$ cat src/rtl/cfg_guard_pkg.sv
package cfg_guard_pkg;
  typedef enum logic [1:0] {KS_LOCKED, KS_HALF, KS_OPEN} key_st_t;
  typedef enum logic [1:0] {MS_RUN, MS_ENTER, MS_FROZEN, MS_LEAVE} mode_st_t;

  localparam int ADDR_W = 2;
  localparam logic [ADDR_W-1:0] A_GUARD = 2'd0;
  localparam logic [ADDR_W-1:0] A_STAT  = 2'd1;
  localparam logic [ADDR_W-1:0] A_PRESC = 2'd2;
  localparam logic [ADDR_W-1:0] A_TIME  = 2'd3;

  localparam int BIT_REQ  = 7;
  localparam int BIT_ACT  = 6;
  localparam int BIT_SYNC = 5;
  localparam int ASYNC_LSB = 16;
endpackage

$ cat src/rtl/key_gate.sv
module key_gate #(
  parameter logic [7:0] KEY_A = 8'hCA,
  parameter logic [7:0] KEY_B = 8'h53
) (
  input  logic       clk,
  input  logic       rst,
  input  logic       key_we,
  input  logic [7:0] key_byte,
  output logic       unlocked
);
  import cfg_guard_pkg::*;

  key_st_t st;

  always_ff @(posedge clk) begin
    if (rst) begin
      st <= KS_LOCKED;
    end else if (key_we) begin
      unique case (st)
        KS_LOCKED: st <= (key_byte == KEY_A) ? KS_HALF : KS_LOCKED;
        KS_HALF:   st <= (key_byte == KEY_B) ? KS_OPEN : KS_LOCKED;
        default:   st <= KS_LOCKED;
      endcase
    end
  end

  assign unlocked = (st == KS_OPEN);
endmodule

$ cat src/rtl/init_seq.sv
module init_seq #(
  parameter int ENTER_TICKS   = 2,
  parameter int RESTART_TICKS = 4
) (
  input  logic clk,
  input  logic rst,
  input  logic slow_tick,
  input  logic req_we,
  input  logic req_val,
  output logic init_req,
  output logic init_active,
  output logic regs_synced,
  output logic counting
);
  import cfg_guard_pkg::*;

  localparam int MAXT = (ENTER_TICKS > RESTART_TICKS) ? ENTER_TICKS : RESTART_TICKS;
  localparam int CW   = $clog2(MAXT + 1);
  localparam logic [CW-1:0] ENTER_LAST   = CW'(ENTER_TICKS - 1);
  localparam logic [CW-1:0] RESTART_LAST = CW'(RESTART_TICKS - 1);

  mode_st_t       st;
  logic [CW-1:0]  cnt;

  always_ff @(posedge clk) begin
    if (rst) begin
      init_req <= 1'b0;
    end else if (req_we) begin
      init_req <= req_val;
    end
  end

  always_ff @(posedge clk) begin
    if (rst) begin
      st          <= MS_LEAVE;
      cnt         <= '0;
      regs_synced <= 1'b0;
    end else begin
      unique case (st)
        MS_RUN: begin
          if (init_req) begin
            st          <= MS_ENTER;
            cnt         <= '0;
            regs_synced <= 1'b0;
          end
        end
        MS_ENTER: begin
          if (!init_req) begin
            st  <= MS_LEAVE;
            cnt <= '0;
          end else if (slow_tick) begin
            if (cnt == ENTER_LAST) st <= MS_FROZEN;
            else                   cnt <= cnt + 1'b1;
          end
        end
        MS_FROZEN: begin
          if (!init_req) begin
            st  <= MS_LEAVE;
            cnt <= '0;
          end
        end
        default: begin
          if (init_req) begin
            st          <= MS_ENTER;
            cnt         <= '0;
            regs_synced <= 1'b0;
          end else if (slow_tick) begin
            if (cnt == RESTART_LAST) begin
              st          <= MS_RUN;
              regs_synced <= 1'b1;
            end else begin
              cnt <= cnt + 1'b1;
            end
          end
        end
      endcase
    end
  end

  assign init_active = (st == MS_FROZEN);
  assign counting    = (st == MS_RUN) || (st == MS_ENTER);
endmodule

$ cat src/rtl/cfg_regs.sv
module cfg_regs #(
  parameter int DW        = 32,
  parameter int SYNC_W    = 15,
  parameter int ASYNC_W   = 7,
  parameter int SYNC_RST  = 255,
  parameter int ASYNC_RST = 127
) (
  input  logic               clk,
  input  logic               rst,
  input  logic               presc_we,
  input  logic               time_we,
  input  logic [DW-1:0]      wdata,
  output logic [SYNC_W-1:0]  prediv_sync,
  output logic [ASYNC_W-1:0] prediv_async,
  output logic [DW-1:0]      time_word
);
  import cfg_guard_pkg::*;

  always_ff @(posedge clk) begin
    if (rst) begin
      prediv_sync  <= SYNC_W'(SYNC_RST);
      prediv_async <= ASYNC_W'(ASYNC_RST);
    end else if (presc_we) begin
      prediv_sync  <= wdata[SYNC_W-1:0];
      prediv_async <= wdata[ASYNC_LSB +: ASYNC_W];
    end
  end

  always_ff @(posedge clk) begin
    if (rst) begin
      time_word <= '0;
    end else if (time_we) begin
      time_word <= wdata;
    end
  end
endmodule

$ cat src/rtl/cfg_guard.sv
module cfg_guard #(
  parameter int DW            = 32,
  parameter int SYNC_W        = 15,
  parameter int ASYNC_W       = 7,
  parameter int SYNC_RST      = 255,
  parameter int ASYNC_RST     = 127,
  parameter int ENTER_TICKS   = 2,
  parameter int RESTART_TICKS = 4
) (
  input  logic                             clk,
  input  logic                             rst,
  input  logic                             slow_tick,
  input  logic                             wr_en,
  input  logic [cfg_guard_pkg::ADDR_W-1:0] wr_addr,
  input  logic [DW-1:0]                    wr_data,
  input  logic [cfg_guard_pkg::ADDR_W-1:0] rd_addr,
  output logic [DW-1:0]                    rd_data,
  output logic                             counting,
  output logic [SYNC_W-1:0]                prediv_sync,
  output logic [ASYNC_W-1:0]               prediv_async,
  output logic [DW-1:0]                    time_word
);
  import cfg_guard_pkg::*;

  logic unlocked, init_req, init_active, regs_synced;
  logic guard_we, stat_we, presc_we, time_we;

  assign guard_we = wr_en && (wr_addr == A_GUARD);
  assign stat_we  = wr_en && (wr_addr == A_STAT)  && unlocked;
  assign presc_we = wr_en && (wr_addr == A_PRESC) && unlocked && init_active;
  assign time_we  = wr_en && (wr_addr == A_TIME)  && unlocked && init_active;

  key_gate u_key (
    .clk(clk), .rst(rst), .key_we(guard_we), .key_byte(wr_data[7:0]),
    .unlocked(unlocked)
  );

  init_seq #(.ENTER_TICKS(ENTER_TICKS), .RESTART_TICKS(RESTART_TICKS)) u_seq (
    .clk(clk), .rst(rst), .slow_tick(slow_tick),
    .req_we(stat_we), .req_val(wr_data[BIT_REQ]),
    .init_req(init_req), .init_active(init_active),
    .regs_synced(regs_synced), .counting(counting)
  );

  cfg_regs #(.DW(DW), .SYNC_W(SYNC_W), .ASYNC_W(ASYNC_W),
             .SYNC_RST(SYNC_RST), .ASYNC_RST(ASYNC_RST)) u_regs (
    .clk(clk), .rst(rst), .presc_we(presc_we), .time_we(time_we),
    .wdata(wr_data), .prediv_sync(prediv_sync),
    .prediv_async(prediv_async), .time_word(time_word)
  );

  logic [DW-1:0] stat_view, presc_view, guard_view;

  always_comb begin
    stat_view            = '0;
    stat_view[BIT_REQ]   = init_req;
    stat_view[BIT_ACT]   = init_active;
    stat_view[BIT_SYNC]  = regs_synced;
    presc_view                       = '0;
    presc_view[SYNC_W-1:0]           = prediv_sync;
    presc_view[ASYNC_LSB +: ASYNC_W] = prediv_async;
    guard_view    = '0;
    guard_view[0] = unlocked;
  end

  always_ff @(posedge clk) begin
    if (rst) begin
      rd_data <= '0;
    end else begin
      unique case (rd_addr)
        A_GUARD: rd_data <= guard_view;
        A_STAT:  rd_data <= stat_view;
        A_PRESC: rd_data <= presc_view;
        default: rd_data <= time_word;
      endcase
    end
  end
endmodule

$ cat config.mk
export PLATFORM = sky130hd
export DESIGN_NAME = cfg_guard
export DESIGN_NICKNAME = d
export VERILOG_FILES = /design/src/rtl/cfg_guard_pkg.sv /design/src/rtl/key_gate.sv /design/src/rtl/init_seq.sv /design/src/rtl/cfg_regs.sv /design/src/rtl/cfg_guard.sv
export SDC_FILE = /design/constraint.sdc
export NUM_CORES = 1
export LEC_CHECK = 0
export ABC_AREA = 1
export CORE_MARGIN = 2
export CORE_UTILIZATION = 49
export CTS_CLUSTER_SIZE = 16
export DETAILED_ROUTE_END_ITERATION = 10
export PLACE_DENSITY = 0.85
export SETUP_SLACK_MARGIN = 0.05
export SLEW_MARGIN = 5
export SYNTH_ARGS = -nofsm -noshare
export SYNTH_HDL_FRONTEND = slang
export SYNTH_SLANG_ARGS = --single-unit
$ cat constraint.sdc
create_clock -name clk -period 3 [get_ports clk]
set_input_delay 0.45 -clock clk [delete_from_list [all_inputs] [get_ports clk]]
set_output_delay 0.45 -clock clk [all_outputs]
set_load 0.03 [all_outputs]
* Word-level counts from Yosys, hierarchy flattened
Cells that the tools add are included.
** Storage, ports and cells
- Register bits :: 95
- Input port bits :: 40
- Output and inout bits :: 87
- Logic and storage cells :: 79
** Operators by class
- $add $sub $neg :: 1
- Equality and inequality tests :: 19
- Mux-type cells :: 27
- Bitwise logic cells :: 1
- Reduce and logical (&&, ||, !) cells :: 22
** Operators by type and width (count)
- one-hot mux 32 bit (3 select lines) :: 1
- 2-to-1 mux 3 bit :: 8
- 2-to-1 mux 2 bit :: 9
- AND reduction 6 bit :: 2
- == test 2 bit, second input constant :: 5
- logical AND 1 bit :: 9
- inequality test 3 bit, second input constant :: 3
- one-hot mux 3 bit (3 select lines) :: 1
- == test 2 x 1 -> 1 bit, second input constant :: 4
- == test 8 x 7 -> 1 bit, second input constant :: 1
- == test 8 bit, second input constant :: 1
- zero test 2 bit :: 4
- nonzero test 4 bit :: 2
- one-hot mux 2 bit (3 select lines) :: 1
- 2-to-1 mux 1 bit :: 5
- inequality test 4 x 3 -> 1 bit, second input constant :: 1
- one-hot mux 2 bit (2 select lines) :: 1
- AND reduction 4 bit :: 1
- nonzero test 2 bit :: 2
- adder 3 x 1 -> 3 bit, second input constant :: 1
- == test 3 x 1 -> 1 bit, second input constant :: 1
- == test 3 x 2 -> 1 bit, second input constant :: 1
- inequality test 2 x 1 -> 1 bit, second input constant :: 1
- inequality test 2 bit, second input constant :: 1
- other kinds (4) :: 4

* Longest topological paths before layout
- Depth after elaboration :: 5
- Depth in mapped cells :: 9
- Depth with buffers taken out :: 9

* By module
A second synthesis with hierarchy kept.
** Unflattened totals
- Cell total of the unflattened synthesis :: 571
- Area total of the unflattened synthesis :: 4028.9 µm²
** By module, submodules not included
- cfg_regs :: instances 1, cells each 305, area an instance 2117.0 µm², seq. area each 1081.0 µm²
- cfg_guard :: instances 1, cells each 149, area an instance 1162.4 µm², seq. area each 640.6 µm²
- init_seq :: instances 1, cells each 87, area an instance 588.1 µm², seq. area each 140.1 µm²
- key_gate :: instances 1, cells each 30, area an instance 161.4 µm², seq. area each 40.0 µm²

* Least setup slack after synthesis
OpenSTA, ideal clock, no wires.
- Path kind :: register to output
- Start point :: register u_seq.st[0]
- End point :: output counting
- Data arrival time :: 1.024 ns
- Required time :: 2.550 ns
- Path slack :: 1.526 ns
- Stages on the path, launching flop included :: 4
- Path buffers :: 0
- Cell sequence :: dfxtp_1 inv_1 ha_1 or2_2
** On the way
- Word-level cells in the longest chain between the ends :: 2
- Elaborated cells on any way between the ends :: 3
- Those cells by class :: eq/ne (1); reduce/logical (2)
** Ends and longest elaborated chain
- from (decl) :: RTL line init_seq.sv:22 : mode_st_t st;
- from (signal assigned) :: RTL line init_seq.sv:35 : st <= MS_LEAVE;
- from (signal assigned) :: RTL line init_seq.sv:42 : st <= MS_ENTER;
- from (signal assigned) :: RTL line init_seq.sv:49 : st <= MS_LEAVE;
- == test 2 x 1 -> 1 bit / zero test 2 bit (equally long branches) :: RTL line init_seq.sv:81 : assign counting = (st == MS_RUN) || (st == MS_ENTER);
- logical OR 1 bit * :: RTL line init_seq.sv:81
- to (decl) :: RTL line cfg_guard.sv:18 : output logic counting,
Every way passes the cells marked *; elsewhere a longest branch is shown, timed or not.

* Worst setup path after layout
Ends and elaborated chain as after synthesis.

==> out/summary.txt <==
Flop pwr share: 50.6%
Critical Path Sink Type: output pin
Total gr overflow: 0
# hold bufs at CTS: 0
Cells on worst reg2reg path: 7
Minimum clock period: 2.44 ns
Port Buffers: 126
CP Capture Point: counting
WS Path Type: flip-flop to output pin
Worst skew pair latency: 0.35 ns
First-pass GRT wire length: 16.2 mm
First DRT Iteration DRCs: 282
R2r endpoint: u_regs.time_word[7]
PnR worst setup slack: 0.562 ns
Average cell area after synthesis: 7.99 um2
FMAX: 0.410 GHz
Post-route setup TNS: 0 ns
Clk pwr share: 31.5%
Tcrit/Tclk final: 81.3%
Net switching power: 0.746 mW
Post-CTS Setup Repair Bufs: 0
Worst reg2reg setup slack: 0.84 ns
GP Congestion: 0.845
Status: finished clean
Initial Util: 50.2%
Sequential share of the synthesized area: 49.3%
Sink Count: 95
Total CTS buffers: 9
# DRC: 0
P per Cell Area: 495 nW/um2
Final slew viol count: 0
Final setup viols: 0
Post-DP HPWL: 7.28 mm
Die area: 8610 um2
Worst rel slew slack: 59.4%
Logic pwr share: 17.9%
Number of max-cap violations: 0
Final WL: 10.3 mm
Via/cell ratio: 5.33
#FFs+latches synth: 95
Core Box Area: 7690 um2
Largest net degree at the start of global routing: 56
Critical path required time: 2.55 ns
Drt pass-1 iters: 5
Hold Path Origin: u_regs.time_word[23]
Area grow syn2layout: 37.4%
H-tree depth: 3
Leakage power: 2.07 nW
Share of cells above drive strength 1: 7.96%
RR Startpoint: u_seq.st[0]
Cell area after synthesis: 3860 um2
Maximum VDD drop: 302 uV
Worst Path Max Fanout: 5
Detail Route Antenna Nets: 0
Die height: 92.8 um
Clock slew seen by the registers of the worst setup and hold paths: 0.09 ns
Vias in the first global route: 3523
Hold Crit Class: flip-flop to flip-flop
Final Hold Viols: 0
Synth cell types: 29
Ports: 127
Worst Max-Slew Pin Slew: 0.609 ns
Final nets: 646
# rows: 32
Post_cts resized: 0
CTS tree: yes
Worst Path Arrival: 1.99 ns
Synthesized instance count: 483
WHS: 0.469 ns
Crit path from: u_seq.st[0]
DR WL/cell: 14.6 um
Total Routing Usage GR: 23.6%
Util after Layout: 69.0%
CP startpoint kind: flip-flop
RSZ-0062 raised after global routing: false
Switching Share: 28.4%
Clock skew: 0.00810 ns
Setup Slack @ Placement: 0.707 ns
Ys Warns: 0
Cell-internal power: 1.88 mW
Die W: 92.8 um
Post-Syn Nets: 531
Buffer depth of the longest clock path: 2
Initial antenna violation count: 1
Vias: 3763
Root Buffer: clkbuf_8
[critical path: stages (launching register included)]
cell	delay, ns
dfxtp_1	0.42
inv_1	0.09
ha_1	0.23
or2_2	0.30
clkdlybuf4s50_1	0.60
[final cells by class]
class                           instances  area [um2]
Antenna cell                            1        2.50
Clock buffer                           10         128
Clock inverter                          6        70.1
Fill cell                             658        2380
Inverter                               36         135
Multi-Input combinational cell        323        1630
Sequential cell                        95        1900
Tap cell                              102         128
Timing Repair Buffer                  133        1310
[cell usage in the layout (no fill, tap or decap), drive strengths merged, types with 2 or more instances in the layout]
| cell | instances |
|---|---|
| clkdlybuf4s50 | 125 |
| nand2 | 118 |
| dfxtp | 95 |
| nand3 | 66 |
| a21oi | 61 |
| inv | 36 |
| nor2 | 27 |
| o21ai | 17 |
| nor3 | 13 |
| clkbuf | 10 |
| ha | 8 |
| buf | 8 |
| o211ai | 5 |
| nand3b | 3 |
| clkinv | 3 |
| a31oi | 2 |
| clkinvlp | 2 |
[power by group through the flow]
stage | clock (mW) | combinational [mW] | sequential [mW]
CTS | 0.841 | 0.466 | 1.33
finish | 0.826 | 0.470 | 1.33
detailed placement | 0 | 0.464 | 1.36
global placement | 0 | 0.442 | 1.35
floorplan | 0 | 0.278 | 1.37
global route | 0.894 | 0.516 | 1.33
[how the worst min path moves through the flow]
stage | endpoint | slack, ns | cells after the start
2_1_floorplan | u_seq.regs_synced | 0.44 | 2
3_3_place_gp | rd_data[26] | 0.44 | 2
3_5_place_dp | rd_data[23] | 0.46 | 2
4_1_cts | rd_data[23] | 0.48 | 2
5_1_grt | u_regs.prediv_sync[5] | 0.50 | 2
6_report | rd_data[23] | 0.47 | 2
[sequential cells by signal, summed over array words and instances, names as in the netlist]
name	cells
rd_data	32
u_seq.cnt	3
u_regs.time_word	32
u_seq.regs_synced	1
u_key.st	2
u_regs.prediv_async	7
u_seq.st	2
u_seq.init_req	1
u_regs.prediv_sync	15
[cells by family after synthesis]
kind of cell               after synthesis  share of synthesized area, %
DFF                                     95                          49.3
buffers and inverters                   65                          8.62
and+or+nand+nor                        230                          26.8
adders and majority gates                8                          2.59
AOI/OAI and AO/OA                       85                          12.8
[Yosys cell counts]
library cell | n | share of area [%]
clkbuf_1 | 9 | 0.87
inv_1 | 35 | 3.4
nand2_2 | 2 | 0.32
nor3_1 | 13 | 1.7
o211ai_1 | 5 | 0.97
nand3b_1 | 3 | 0.58
nand2_1 | 114 | 11
o21ai_0 | 9 | 1.2
or2_2 | 1 | 0.16
nor3b_1 | 1 | 0.19
o21ai_2 | 7 | 1.6
buf_1 | 2 | 0.19
buf_6 | 7 | 2.0
ha_1 | 8 | 2.6
buf_12 | 1 | 0.52
dfxtp_1 | 95 | 49
nand4_1 | 1 | 0.16
o21ai_1 | 1 | 0.13
nor2_8 | 1 | 0.52
nand2_4 | 2 | 0.58
a21oi_1 | 54 | 7.0
nand3_1 | 63 | 8.2
nand3_2 | 3 | 0.78
buf_2 | 7 | 0.91
a21oi_2 | 7 | 1.6
buf_4 | 3 | 0.58
clkinv_1 | 1 | 0.097
nor2_1 | 26 | 2.5
a31oi_1 | 2 | 0.32
[metal layers]
layer  track usage, %  up-vias  part of all wire, %
li1                 -     1811                    -
met4             12.3        0                  3.5
met5                0        -                    0
met3             6.02       40                  9.3
met1             28.9     1711                   40
met2             38.4      201                   47
[through the flow]
stage | area [um2] | power (mW) | instances
6_report | 5310 | 2.63 | 706
5_1_grt | 5310 | 2.74 | 706
4_1_cts | 5300 | 2.64 | 705
3_5_place_dp | 5100 | 1.82 | 689
3_3_place_gp | 5100 | 1.80 | 689
2_1_floorplan | 3860 | 1.65 | 483
Power figures use the tool's default switching activity.
